**src/rtl/cme_pkg.sv**
```systemverilog
package cme_pkg;
  typedef enum logic [1:0] {
    PH_IDLE  = 2'd0,
    PH_DATA  = 2'd1,
    PH_FLUSH = 2'd2
  } cme_phase_e;
endpackage

```
**src/rtl/cme_rst_sync.sv**
```systemverilog
module cme_rst_sync #(
  parameter int STAGES = 2
) (
  input  logic clk,
  input  logic rst_n_in,
  output logic rst_n_out
);
  logic [STAGES-1:0] sync_q;

  always_ff @(posedge clk or negedge rst_n_in) begin
    if (!rst_n_in) sync_q <= '0;
    else           sync_q <= {sync_q[STAGES-2:0], 1'b1};
  end

  assign rst_n_out = sync_q[STAGES-1];
endmodule

```
**src/rtl/cme_seq.sv**
```systemverilog
module cme_seq
  import cme_pkg::*;
#(
  parameter int DATA_W = 11,
  parameter int DEG    = 4
) (
  input  logic       clk,
  input  logic       rst_n,
  input  logic       start,
  input  logic       din_valid,
  output logic       clr,
  output logic       shift,
  output logic       feed_zero,
  output logic       last_flush,
  output cme_phase_e phase
);
  localparam int MAXC = (DATA_W > DEG) ? DATA_W : DEG;
  localparam int CW   = (MAXC > 1) ? $clog2(MAXC) : 1;

  cme_phase_e phase_q, phase_d;
  logic [CW-1:0] cnt_q, cnt_d;
  logic          cnt_en;

  always_comb begin
    phase_d = phase_q;
    cnt_d   = cnt_q;
    cnt_en  = 1'b0;
    if (start) begin
      phase_d = PH_DATA;
      cnt_d   = '0;
      cnt_en  = 1'b1;
    end else begin
      unique case (phase_q)
        PH_DATA: if (din_valid) begin
          cnt_en = 1'b1;
          if (cnt_q == CW'(DATA_W - 1)) begin
            phase_d = PH_FLUSH;
            cnt_d   = '0;
          end else begin
            cnt_d = cnt_q + 1'b1;
          end
        end
        PH_FLUSH: begin
          cnt_en = 1'b1;
          if (cnt_q == CW'(DEG - 1)) begin
            phase_d = PH_IDLE;
            cnt_d   = '0;
          end else begin
            cnt_d = cnt_q + 1'b1;
          end
        end
        default: ;
      endcase
    end
  end

  always_ff @(posedge clk or negedge rst_n) begin
    if (!rst_n) begin
      phase_q <= PH_IDLE;
      cnt_q   <= '0;
    end else if (cnt_en) begin
      phase_q <= phase_d;
      cnt_q   <= cnt_d;
    end
  end

  assign clr        = start;
  assign shift      = !start && (((phase_q == PH_DATA) && din_valid) || (phase_q == PH_FLUSH));
  assign feed_zero  = (phase_q == PH_FLUSH);
  assign last_flush = (phase_q == PH_FLUSH) && (cnt_q == CW'(DEG - 1));
  assign phase      = phase_q;

  // the data-phase bit count never reaches the word length
  p_count_bound_r4: assert property (@(posedge clk) disable iff (!rst_n)
    (phase_q == PH_DATA) |-> (cnt_q < CW'(DATA_W)));

  // the last flush cycle hands over to idle unless a new word opens
  p_flush_to_idle_r4: assert property (@(posedge clk) disable iff (!rst_n)
    (last_flush && !start) |=> (phase_q == PH_IDLE));

  // a start always lands in the data phase with a fresh count
  p_start_restart_r7: assert property (@(posedge clk) disable iff (!rst_n)
    start |=> (phase_q == PH_DATA && cnt_q == '0));
endmodule

```
**src/rtl/cme_tapline.sv**
```systemverilog
module cme_tapline #(
  parameter int               DEG = 4,
  parameter logic [DEG:0]     GEN = 5'b11001
) (
  input  logic         clk,
  input  logic         rst_n,
  input  logic         clr,
  input  logic         shift,
  input  logic         bit_in,
  output logic         bit_out,
  output logic [DEG:1] dly
);
  logic [DEG:1] dly_q, dly_d;
  logic         dly_en;
  logic [DEG:0] acc;

  always_comb begin
    dly_en = clr || shift;
    dly_d  = dly_q;
    if (clr) dly_d = '0;
    else if (shift) begin
      dly_d[1] = bit_in;
      for (int k = 2; k <= DEG; k++) dly_d[k] = dly_q[k-1];
    end
  end

  always_ff @(posedge clk or negedge rst_n) begin
    if (!rst_n)      dly_q <= '0;
    else if (dly_en) dly_q <= dly_d;
  end

  assign acc[0] = GEN[0] & bit_in;
  for (genvar k = 1; k <= DEG; k++) begin : g_tap
    assign acc[k] = acc[k-1] ^ (GEN[k] & dly_q[k]);
  end

  assign bit_out = acc[DEG];
  assign dly     = dly_q;
endmodule

```
**src/rtl/cyc_mul_enc.sv**
```systemverilog
module cyc_mul_enc
  import cme_pkg::*;
#(
  parameter int                   DATA_W   = 11,
  parameter int                   POLY_DEG = 4,
  parameter logic [POLY_DEG:0]    GEN_POLY = 5'b11001
) (
  input  logic clk,
  input  logic rst_n,
  input  logic start,
  input  logic din,
  input  logic din_valid,
  output logic code_out,
  output logic code_valid
);
  logic              rst_sync_n;
  logic              clr, shift, feed_zero, last_flush, tap_out, line_in;
  logic [POLY_DEG:1] dly;
  cme_phase_e        phase;

  cme_rst_sync #(.STAGES(2)) u_rst (
    .clk(clk), .rst_n_in(rst_n), .rst_n_out(rst_sync_n)
  );

  cme_seq #(.DATA_W(DATA_W), .DEG(POLY_DEG)) u_seq (
    .clk(clk), .rst_n(rst_sync_n), .start(start), .din_valid(din_valid),
    .clr(clr), .shift(shift), .feed_zero(feed_zero),
    .last_flush(last_flush), .phase(phase)
  );

  assign line_in = feed_zero ? 1'b0 : din;

  cme_tapline #(.DEG(POLY_DEG), .GEN(GEN_POLY)) u_line (
    .clk(clk), .rst_n(rst_sync_n), .clr(clr), .shift(shift),
    .bit_in(line_in), .bit_out(tap_out), .dly(dly)
  );

  assign code_valid = shift;
  assign code_out   = shift & tap_out;

  // after the last flush shift every data bit has left the chain
  p_flush_empty_r8: assert property (@(posedge clk) disable iff (!rst_sync_n)
    (last_flush && !start) |=> (dly == '0));

  // a stalled data cycle leaves the delay chain untouched
  p_stall_hold_r5: assert property (@(posedge clk) disable iff (!rst_sync_n)
    (phase == PH_DATA && !din_valid && !start) |=> $stable(dly));

  // the chain is empty on the first cycle of every word
  p_start_clear_r2: assert property (@(posedge clk) disable iff (!rst_sync_n)
    start |=> (dly == '0));

  // idle cycles never present a codeword bit
  p_idle_quiet_r6: assert property (@(posedge clk) disable iff (!rst_sync_n)
    (phase == PH_IDLE) |-> !code_valid);
endmodule

```
**config.mk**
```make
export PLATFORM = sky130hd
export DESIGN_NAME = cyc_mul_enc
export DESIGN_NICKNAME = d
export VERILOG_FILES = /design/src/rtl/cme_pkg.sv /design/src/rtl/cme_rst_sync.sv /design/src/rtl/cme_seq.sv /design/src/rtl/cme_tapline.sv /design/src/rtl/cyc_mul_enc.sv
export SDC_FILE = /design/constraint.sdc
export NUM_CORES = 1
export LEC_CHECK = 0
export ABC_CLOCK_PERIOD_IN_PS = 1300
export BUFFER_PORTS_ARGS = -buffer_cell sky130_fd_sc_hd__buf_2
export CELL_PAD_IN_SITES_DETAIL_PLACEMENT = 2
export CELL_PAD_IN_SITES_GLOBAL_PLACEMENT = 2
export CORE_MARGIN = 1.5
export CORE_UTILIZATION = 35
export DETAILED_ROUTE_END_ITERATION = 8
export PLACE_DENSITY = 0.77
export SYNTH_ARGS = -nofsm -noshare
export SYNTH_HDL_FRONTEND = slang
export SYNTH_SLANG_ARGS = --single-unit
```
**constraint.sdc**
```tcl
create_clock -name clk -period 1.3 [get_ports clk]
set_clock_uncertainty 0.05 [all_clocks]
set_input_delay 0.13 -clock clk [delete_from_list [all_inputs] [get_ports clk]]
set_output_delay 0.13 -clock clk [all_outputs]
set_load 0.03 [all_outputs]
```
==> impl_metrics.toml, run 1 <==
[global_routing]
antenna_found_initial = 0
grt_max_degree = 11

[floorplanning]
start_util_pct = 37.7
core.rowCount = 15
chipHeight_um = 46.6
die_x_um = 46.6
ioPinCount = 7

[placement]
placedCellCount = 108
routabilityCongestion = 0.776
place_area_um2 = 887
place.port_buffers = 6
pre_cts_ws_ps = -288
post-dp-hpwl_mm = 1.36

[run_status]
status = "stopped before the end"
lastStage = "global routing"
firstError = "[ERROR DPL-0033] detailed placement checks failed during check placement."

[sta]
endpoint_type = "primary output"
worst_endpoint = "code_out"

[clocking]
cts_buffers = 3
h-tree-depth = 1
root_buffer = "clkbuf_4"
clock-sinks = 12
clk_path_buf_depth = 2

[yosys]
ys_ff_latch = 12
syn_avg_cell_area_um2 = 10.1
ys.warnings.count = 0
syn_inst = 66
syn-cell-area_um2 = 666
mappedNetlistNets = 75
seq_area_frac_synth_pct = 45.1
synth.distinct_cells = 26
repair_timing:
item                                   in CTS
endpoints found under the hold margin       2
hold buffers                                1
resized for setup                          19
pin swaps                                  14
setup endpoints to repair                  12
setup buffers                              10
cloned                                      0
stage by stage:
stage	util [%]	setup TNS [ps]
CTS	60.5	-2700
global placement	50.3	-1390
detailed placement	50.3	-1930
floorplan	-	-766
kinds of logic after synthesis:
family	count (synthesis)	synth area share [%]
compound gates	14	16.5
buf+inv	5	2.82
fa+ha+maj	4	7.52
flops	12	45.1
simple gates	23	16.7
xor+xnor	3	3.95
other cells	1	0.563
mux	4	6.77
cell usage after synthesis:
cell	count	share of area, %
o21ai_2	1	1.3
o21a_1	2	2.3
mux2_4	1	2.3
xnor2_1	2	2.6
dfrtp_1	12	45
nor2b_1	2	1.9
mux2i_1	3	4.5
nor3b_1	1	1.1
a32o_1	3	4.5
a21oi_1	2	1.5
nor2_1	10	5.6
inv_1	4	2.3
conb_1	1	0.56
nand2b_1	2	1.9
nand3_1	2	1.5
o21ai_0	1	0.75
a21o_1	1	1.1
o31ai_1	1	1.1
clkbuf_1	1	0.56
a21oi_2	2	2.6
nand2_1	3	1.7
a21o_2	1	1.3
ha_1	4	7.5
xor2_1	1	1.3
nand3b_1	2	2.3
nor3_1	1	0.75
==> run 2: changes to the inputs <==
- CELL_PAD_IN_SITES_DETAIL_PLACEMENT: 2 -> not set
- CELL_PAD_IN_SITES_GLOBAL_PLACEMENT: 2 -> not set
- CORE_AREA: not set -> 2 2 63 65
- CORE_MARGIN: 1.5 -> not set
- CORE_UTILIZATION: 35 -> not set
- DIE_AREA: not set -> 0 0 65 67
- PLACE_DENSITY: 0.77 -> not set
- PLACE_DENSITY_LB_ADDON: not set -> 0.15
==> run 2 against run 1 <==
The flow now finishes, with violations (negative setup slack). Synthesized cell count is the same. Synthesized area is the same.
==> impl_metrics.toml, run 2 <==
[run_status]
status = "finished, violations left"
violations = "negative setup slack"

[critical_path]
slowest_stage = "dfrtp_1"
worstPathCellList = "ha_4, nand2b_4, xnor2_2, nor3_4, buf_6"
path_max_fanout = 4
slowest_delay_ps = 420
cp.buffers_inverters = 1
crit_family = "flip-flops"
arrival_ps = 1440
crit_type = "reg2out"
critical_path_depth = 5
worstSetupEndpointType = "output pin"
start_kind = "register"
reg2regPathDepth = 7
cp.required_ps = 1120

[clocking]
clock-sinks = 12
cts_tree = "yes"
h-tree-depth = 1
cts_buffers = 3
clk_latency_ps = 240
clkTransAtPathRegs_ps = 50
root_buffer = "clkbuf_8"
clk_path_buf_depth = 2

[yosys]
ys_top_cells_by_area = "dfrtp_1 45%, ha_1 7.5%, nor2_1 5.6%, a32o_1 4.5%, mux2i_1 4.5%"
mappedNetlistNets = 75
syn-cell-area_um2 = 666
synth_top_area_share_pct = 45.1
synth.most_common_cell = "dfrtp_1"
synth_edf_count = 0
ys_ff_latch = 12
netlist_top_cells_count = "12 x dfrtp_1, 10 x nor2_1, 4 x ha_1, 4 x inv_1"
synth.distinct_cells = 26
ys.warnings.count = 0
seq_area_frac_synth_pct = 45.1
syn_inst = 66
syn_avg_cell_area_um2 = 10.1
synth_area_leader_cell = "dfrtp_1"
postSynth.asyncResetShare_pct = 100
synth_flop_cell = "dfrtp_1"

[route]
wl_per_cell_um = 10.5
dr_total_vias = 549
drt-pass1-iter-count = 3
vias_per_cell = 3.92
drc = 0
drtAntennaViolNets = 0
drt_iter0_drc = 18
routed_wl_mm = 1.47

[finish]
n_antenna_cell = 0
final_cell_mix = "12 x buf_4, 12 x dfrtp_1, 9 x nor2_1"
syn2layout_area_growth_pct = 62.8
drive_above_1_share_pct = 47.8
fillCellCount = 372
seqCellArea_um2 = 300
final_nets = 103
multiInputGateArea_um2 = 447
finalNonFillerCells = 140

[placement]
routabilityCongestion = 0.680
placedCellCount = 130
pre_cts_ws_ps = -271
post-dp-hpwl_mm = 1.14
place.port_buffers = 6

[sta]
drv_slew = 0
rsz0062_at_grt = "true"
setup_viol_count_final = 12
setup_ws_ps = -318
hold_ws_ps = 112
fin_crit_sh_pct = 124
max_freq_ghz = 0.618
hold_viol_final = 0
fin_crit_ps = 1620

[floorplanning]
die_x_um = 65
dieArea_mm2 = 0.00436
ioPinCount = 7
start_util_pct = 18.5
core.rowCount = 22
coreArea_mm2 = 0.00361
chipHeight_um = 67

[hold_path]
hold_class = "reg2async"

[global_routing]
grt_pass1_wl_mm = 2.62
grt_pass1_vias = 576
antenna_found_initial = 0
grt-ovfl-total = 0
grtUsageTotal_pct = 8.17
grt_max_degree = 11

[power_and_ir_drop]
p_int_uw = 852
switching_share_pct = 28.7
seqPwrFrac_pct = 36.6
p_comb_share_pct = 35.9
pwr-share-clk_pct = 27.5
worst_ir_drop_vdd_mv = 0.241
p_leak_uw = 0.000485
p_switching_uw = 343
powerDensity_mw_per_mm2 = 1100

[flow_run]
max_cap_viol_count = 0
-- run 2: metal layers --
metal  global-route usage [%]  vias up  share of wire [%]
met5                        0        -                  0
met4                     4.79        0                1.8
met3                     1.52        2                1.3
met2                     13.7        4                 51
met1                     9.76      264                 46
li1                         -      279                  -
-- run 2: final cells by class --
| cell class | instances | share of cell area, % |
|---|---|---|
| timing repair buffer | 24 | 20.3 |
| clock buffer | 3 | 3.81 |
| sequential | 12 | 27.7 |
| inverter | 4 | 1.39 |
| multi-input combinational | 49 | 41.2 |
| tap | 48 | 5.54 |
-- run 2: path summary, 6_finish.rpt --
path | startpoint | slack, ps | end
max | u_seq.phase[1] | -320 | code_out
min | u_rst.sync_q[1] | 110 | u_line.dly[1]
max reg2reg | u_seq.phase[0] | -280 | u_seq.cnt_q[2]
min reg2reg | u_rst.sync_q[1] | 110 | u_line.dly[1]
max in group asynchronous | u_rst.sync_q[1] | 790 | u_seq.cnt_q[3]
min in group clk | start | 110 | u_seq.phase[0]
-- run 2: timing repair --
action / 4_1_cts / 5_1_grt
hold buffers: 1 / 0
endpoints found under the hold margin: 2 / 0
resized for setup: 15 / 1
pin swaps: 8 / 4
setup endpoints to repair: 12 / 12
setup buffers: 4 / 2
-- run 2: worst register-to-register path, delay by kind of cell, from the launching register on --
| kind | cells | cell delay (ps) |
|---|---|---|
| AO/OA/AOI/OAI | 3 | 570 |
| buffers and inverters | 2 | 200 |
| flip-flops | 1 | 390 |
| AND/OR/NAND/NOR | 1 | 70 |
| adder cells (fa/ha/maj) | 1 | 180 |
-- run 2: cell families (layout without fill, tap and decap cells) --
family / Yosys count / in the layout / synth area share, %
and+or+nand+nor: 23 / 23 / 16.7
adders and majority gates: 4 / 4 / 7.52
xor gates and xnor gates: 3 / 3 / 3.95
AOI/OAI and AO/OA: 14 / 14 / 16.5
DFF: 12 / 12 / 45.1
other: 1 / 1 / 0.563
buffers and inverters: 5 / 31 / 2.82
muxes: 4 / 4 / 6.77
-- run 2: through the flow --
step	area (µm²)	util, %	TNS [ps]	total power, µW
CTS	1070	29.6	-2600	1190
floorplan	727	-	-766	658
detailed placement	908	25.2	-1810	782
finish	1080	30.0	-2500	1190
global route	1080	30.0	-3340	1280
global placement	908	25.2	-1750	785
-- run 2: power by group through the flow --
stage	clock, µW	sequential [µW]	combinational (µW)
after CTS	342	439	412
after global routing	368	445	464
final	328	438	429
after global placement	0	449	336
after floorplan	0	445	213
after detailed placement	0	448	334
(Power assumes the default switching activity.)
